File: src/rtl/seek_pkg.sv
package seek_pkg;
  localparam int unsigned SETTLE_STAGES_DEF = 8;

  typedef struct packed {
    logic busy;
    logic hold;
    logic restore;
  } seek_flags_t;
endpackage

File: src/rtl/seek_settle_delay.sv
module seek_settle_delay #(
  parameter int unsigned DEPTH = seek_pkg::SETTLE_STAGES_DEF
) (
  input  logic clk,
  input  logic rst_n,
  input  logic clr_i,
  input  logic shift_i,
  output logic full_o,
  output logic end_pulse_o
);
  localparam int unsigned LAST = DEPTH - 1;

  logic [DEPTH-1:0] stg;
  logic             full_q;

  generate
    for (genvar i = 0; i < DEPTH; i++) begin : g_stage
      logic feed;
      logic q;
      if (i == 0) begin : g_head
        assign feed = 1'b1;
      end else begin : g_link
        assign feed = stg[i-1];
      end
      always_ff @(posedge clk or negedge rst_n) begin
        if (!rst_n)       q <= 1'b0;
        else if (clr_i)   q <= 1'b0;
        else if (shift_i) q <= feed;
      end
      assign stg[i] = q;
    end
  endgenerate

  always_ff @(posedge clk or negedge rst_n) begin
    if (!rst_n) full_q <= 1'b0;
    else        full_q <= stg[LAST];
  end

  assign full_o      = stg[LAST];
  assign end_pulse_o = stg[LAST] & ~full_q;


  clr_empties_chk: assert property (@(posedge clk) disable iff (!rst_n)
    clr_i |=> (stg == '0));


  thermometer_chk: assert property (@(posedge clk) disable iff (!rst_n)
    ((stg & (stg + DEPTH'(1))) == '0));


  one_step_chk: assert property (@(posedge clk) disable iff (!rst_n)
    (shift_i && !clr_i && !stg[LAST]) |=> ($countones(stg) == $past($countones(stg)) + 1));


  hold_still_chk: assert property (@(posedge clk) disable iff (!rst_n)
    (!shift_i && !clr_i) |=> $stable(stg));


  single_pulse_chk: assert property (@(posedge clk) disable iff (!rst_n)
    end_pulse_o |=> !end_pulse_o);
endmodule

File: src/rtl/seek_busy_flops.sv
module seek_busy_flops
  import seek_pkg::*;
(
  input  logic        clk,
  input  logic        rst_n,
  input  logic        ready_i,
  input  logic        seek_go_i,
  input  logic        restore_go_i,
  input  logic        end_i,
  output seek_flags_t flags_o
);
  seek_flags_t st;

  always_ff @(posedge clk or negedge rst_n) begin
    if (!rst_n) begin
      st <= '0;
    end else if (!ready_i) begin
      st <= '0;
    end else begin
      if (seek_go_i)  st.busy <= 1'b1;
      else if (end_i) st.busy <= 1'b0;

      if (seek_go_i)         st.hold <= 1'b0;
      else if (restore_go_i) st.hold <= 1'b1;
      else if (end_i)        st.hold <= 1'b0;

      if (restore_go_i) st.restore <= 1'b1;
      else if (end_i)   st.restore <= 1'b0;
    end
  end

  assign flags_o = st;


  seek_sets_busy_chk: assert property (@(posedge clk) disable iff (!rst_n)
    (ready_i && seek_go_i) |=> flags_o.busy);


  ready_low_clears_chk: assert property (@(posedge clk) disable iff (!rst_n)
    !ready_i |=> (flags_o == '0));


  restore_sets_chk: assert property (@(posedge clk) disable iff (!rst_n)
    (ready_i && restore_go_i) |=> flags_o.restore);


  end_clears_chk: assert property (@(posedge clk) disable iff (!rst_n)
    (ready_i && end_i && !seek_go_i && !restore_go_i) |=> (flags_o == '0));
endmodule

File: src/rtl/seek_settle_ctrl.sv
module seek_settle_ctrl
  import seek_pkg::*;
#(
  parameter int unsigned SETTLE_STAGES = SETTLE_STAGES_DEF
) (
  input  logic clk,
  input  logic rst_n,
  input  logic addr_diff_i,
  input  logic on_track_i,
  input  logic tick_i,
  input  logic ready_i,
  input  logic restore_start_i,
  output logic busy_o,
  output logic end_busy_o,
  output logic restore_o
);
  logic        pos_mode;
  logic        restore_go;
  logic        settle_clr;
  logic        settle_full;
  logic        settle_end;
  seek_flags_t flags;

  assign pos_mode   = on_track_i & ~addr_diff_i;
  assign restore_go = restore_start_i & ready_i;
  assign settle_clr = ~pos_mode | restore_go;

  seek_settle_delay #(.DEPTH(SETTLE_STAGES)) u_settle (
    .clk         (clk),
    .rst_n       (rst_n),
    .clr_i       (settle_clr),
    .shift_i     (tick_i),
    .full_o      (settle_full),
    .end_pulse_o (settle_end)
  );

  seek_busy_flops u_flags (
    .clk          (clk),
    .rst_n        (rst_n),
    .ready_i      (ready_i),
    .seek_go_i    (addr_diff_i),
    .restore_go_i (restore_go),
    .end_i        (settle_end),
    .flags_o      (flags)
  );

  assign busy_o     = ready_i & (flags.busy | flags.hold);
  assign end_busy_o = settle_end;
  assign restore_o  = flags.restore;


  no_end_after_diff_chk: assert property (@(posedge clk) disable iff (!rst_n)
    addr_diff_i |=> !end_busy_o);


  restore_restarts_chk: assert property (@(posedge clk) disable iff (!rst_n)
    restore_go |=> (!settle_full && busy_o | !ready_i));
endmodule

File: config.mk
export PLATFORM = sky130hd
export DESIGN_NAME = seek_settle_ctrl
export DESIGN_NICKNAME = d
export VERILOG_FILES = /design/src/rtl/seek_pkg.sv /design/src/rtl/seek_settle_delay.sv /design/src/rtl/seek_busy_flops.sv /design/src/rtl/seek_settle_ctrl.sv
export SDC_FILE = /design/constraint.sdc
export NUM_CORES = 1
export LEC_CHECK = 0
export BUFFER_PORTS_ARGS = -buffer_cell sky130_fd_sc_hd__buf_2
export CORE_UTILIZATION = 30
export DETAILED_ROUTE_END_ITERATION = 12
export MAX_ROUTING_LAYER = met4
export PLACE_DENSITY = 0.49
export SLEW_MARGIN = 5
export SYNTH_ARGS = -nofsm -noshare
export SYNTH_HDL_FRONTEND = slang
export SYNTH_SLANG_ARGS = --single-unit
File: constraint.sdc
create_clock -name clk -period 1.8 [get_ports clk]
set_input_delay 0.27 -clock clk [delete_from_list [all_inputs] [get_ports clk]]
set_output_delay 0.27 -clock clk [all_outputs]
set_load 0.005 [all_outputs]
==> flow_summary.ini <==
[floorplanning]
num_rows = 15
ports_placed_on_the_boundary = 10
width_of_the_die_um = 45.2
design.die.area_mm2 = 0.00204
dieHeight_um = 45.2
initial_standard_cell_utilization_of_the_core_pct = 32.0
floorplan_core_area_mm2 = 0.00175

[sta]
worst_clk_skew_ns = 0.00121
post_route_setup_tns_ns = 0
drv_slew = 0
min_period_ns = 1.31
unrepaired_setup_endpoints_after_global_routing = false
max_freq_mhz = 764
setup_viol = 0
final_min_period_over_clock_period_pct = 72.8
finalHoldViolCount = 0
tightest_slew_ns = 0.458
max-slew-margin-rel_pct = 69.4

[job]
maxCapViolations = 0

[synth]
netlist.area_leader.share_pct = 53.7
ys_top_cells_by_area = sky130_fd_sc_hd__dfrtp_1, sky130_fd_sc_hd__nor3_2, sky130_fd_sc_hd__mux2i_1
netlist_area_um2 = 559
synthCells = 43
synth-seq-cells = 12
post_synth.cell_area_avg_um2 = 13.0
post_synth_num_cell_types = 16
net_count_synth = 50
number_of_warnings_issued_by_yosys = 0
ys_seq_area_share_pct = 53.7
yosysTopAreaCell = sky130_fd_sc_hd__dfrtp_1

[routing]
wl_per_cell_um = 10.6
number_of_nets_still_failing_antenna_checks_after_routing = 0
count_of_tritonroute_iterations_in_the_first_routing_pass = 1
routed-via-count = 338
drtIter0Drc = 0
finalWirelength_um = 836
remaining_drc_errors = 0
viasPerCell = 4.28

[critical_path]
maximum_net_fanout_on_the_critical_path = 4
worst_r2r_endpoint = u_flags.flags_o[1]
setup.worst_path.end_class = output port
crit_type = reg -> out
timing.critical_path.buf_inv = 1
r2r_cells = 2
worst-r2r-setup-slack_ns = 0.87
critPathArrivalTime_ns = 1.04
path_cells = nor2b_1 -> buf_2
slowest_stage = sky130_fd_sc_hd__dfrtp_1
r2r_start = u_settle.full_o
crit_path_start = u_settle.full_o
critical-path-max-stage-delay_ns = 0.38
worst_path_dominant_cell_family = flip-flops
worstSetupPathDepth = 2
worstPathRequired_ns = 1.53
cp-start-kind = flip-flop
crit_end = end_busy_o

[global_route]
grt_pass1_wl_mm = 1.49
maximum_number_of_pins_on_one_net_before_global_route_repair = 13
use_met1_pct = 13.3
global_route.overflow_total = 0
met3_usage_pct = 4.80
met2_usage_pct = 15.1
first_global_vias = 332
grt-busiest-layer = met2
antenna_found_initial = 0
grt_usage_pct = 10.9

[worst_hold_path]
hold_class = in -> reg

[finish]
multiInputGateArea_um2 = 226
final_net_count = 62
fillerInstances = 191
proportion_of_layout_cells_with_a_drive_suffix_above_1_pct = 40.7
final_core_util_pct = 37.2
layout_common_cells = sky130_fd_sc_hd__dfrtp_1, sky130_fd_sc_hd__buf_2, sky130_fd_sc_hd__nor3_2, sky130_fd_sc_hd__mux2i_1
synthToLayoutAreaGrowth_pct = 16.1
register_area_um2 = 300
n_antenna_cell = 0
mostFrequentLayoutCell = sky130_fd_sc_hd__dfrtp_1

[clock_network]
cts_setup_buffers = 0
cts_resized = 0
htreeDepth = 1
clock_sink_count = 12
cts.path.max_buffers = 2
tritoncts = yes
worstSkewPairLatency_ns = 0.27
clkTransAtPathRegs_ns = 0.08
tritoncts.num_buffers = 3
cts-root-buf = sky130_fd_sc_hd__clkbuf_4

[pwr]
leakage_power_nw = 0.304
vdd.ir_drop.worst_mv = 0.334
p_total_mw = 0.540
cellPowerDensity_mw_per_mm2 = 831

[outcome]
outcome = finished, final reports clean

[placement]
detailed_place_hpwl_um = 620
port-buffer-count = 9
finalWeightedCongestion = 0.739
## per-layer routing
layer / part of all wire, % / vias to the layer above
met5: 0 / -
met4: 1.7 / 0
met3: 3.8 / 2
met2: 45 / 6
met1: 49 / 158
li1: - / 172
## flip-flops by register name (all words and copies together) (netlist names)
| register | cells |
|---|---|
| u_settle.full_o | 1 |
| u_settle.full_q | 1 |
| u_settle.g_stage.q | 7 |
| u_flags.flags_o | 3 |
## where the power goes
| part | total (mW) | switching [mW] | internal [mW] |
|---|---|---|---|
| sequential | 0.278 | 0.00292 | 0.275 |
| clock | 0.215 | 0.0918 | 0.123 |
| combinational | 0.0466 | 0.0273 | 0.0193 |
| total | 0.540 | 0.122 | 0.418 |
## metrics by stage
step / setup WS [ns] / area (um2) / std cells / hold WS, ns
floorplan: 0.947 / 559 / 43 / -0.0256
global placement: 0.731 / 603 / 74 / 0.164
detailed placement: 0.735 / 603 / 74 / 0.161
CTS: 0.474 / 649 / 79 / 0.169
global route: 0.407 / 649 / 79 / 0.190
finish: 0.490 / 649 / 79 / 0.179
## Yosys cell counts
master                     instances
sky130_fd_sc_hd__mux2i_1           7
sky130_fd_sc_hd__nor4b_1           1
sky130_fd_sc_hd__o21a_1            1
sky130_fd_sc_hd__and2_4            1
sky130_fd_sc_hd__dfrtp_1          12
sky130_fd_sc_hd__nor2_1            2
sky130_fd_sc_hd__nor2b_1           1
sky130_fd_sc_hd__nand2_1           3
sky130_fd_sc_hd__nand2b_1          1
sky130_fd_sc_hd__o21ai_1           1
sky130_fd_sc_hd__buf_12            1
sky130_fd_sc_hd__buf_2             1
sky130_fd_sc_hd__nor3b_1           1
sky130_fd_sc_hd__buf_4             1
sky130_fd_sc_hd__o21bai_1          1
sky130_fd_sc_hd__nor3_2            8
## worst min-delay path by stage
stage	start	end	slack (ns)	depth (start not counted)
after floorplan	rst_n	u_flags.flags_o[0]	-0.03	0
after global placement	rst_n	u_flags.flags_o[2]	0.16	1
after detailed placement	rst_n	u_flags.flags_o[1]	0.16	1
after CTS	addr_diff_i	u_flags.flags_o[1]	0.17	2
after global routing	addr_diff_i	u_flags.flags_o[1]	0.19	2
final	addr_diff_i	u_flags.flags_o[1]	0.18	2
## timing repair
action	in CTS	in global routing
hold buffers	1	0
hold endpoints to repair	12	0
endpoints found under the setup margin	0	0
## worst register-to-register path, cell delays in order (launching register included)
cell	delay [ns]
sky130_fd_sc_hd__dfrtp_1	0.41
sky130_fd_sc_hd__nor3b_1	0.15
sky130_fd_sc_hd__nor4b_1	0.28
## cell type report
type / count / share of cell area [%]
flip-flops and latches: 12 / 46.2
clock buffers: 4 / 5.59
well taps: 25 / 4.82
repair buffers: 10 / 8.48
multi-input cells: 28 / 34.9
## kinds of logic (layout without fill, tap and decap cells)
logic type,Yosys count,after routing,share of synthesized area (%)
and+or+nand+nor,18,18,24.4
DFF,12,12,53.7
muxes,7,7,12.5
AOI/OAI and AO/OA,3,3,3.58
buffers and inverters,3,14,5.82
(Power assumes the default switching activity.)
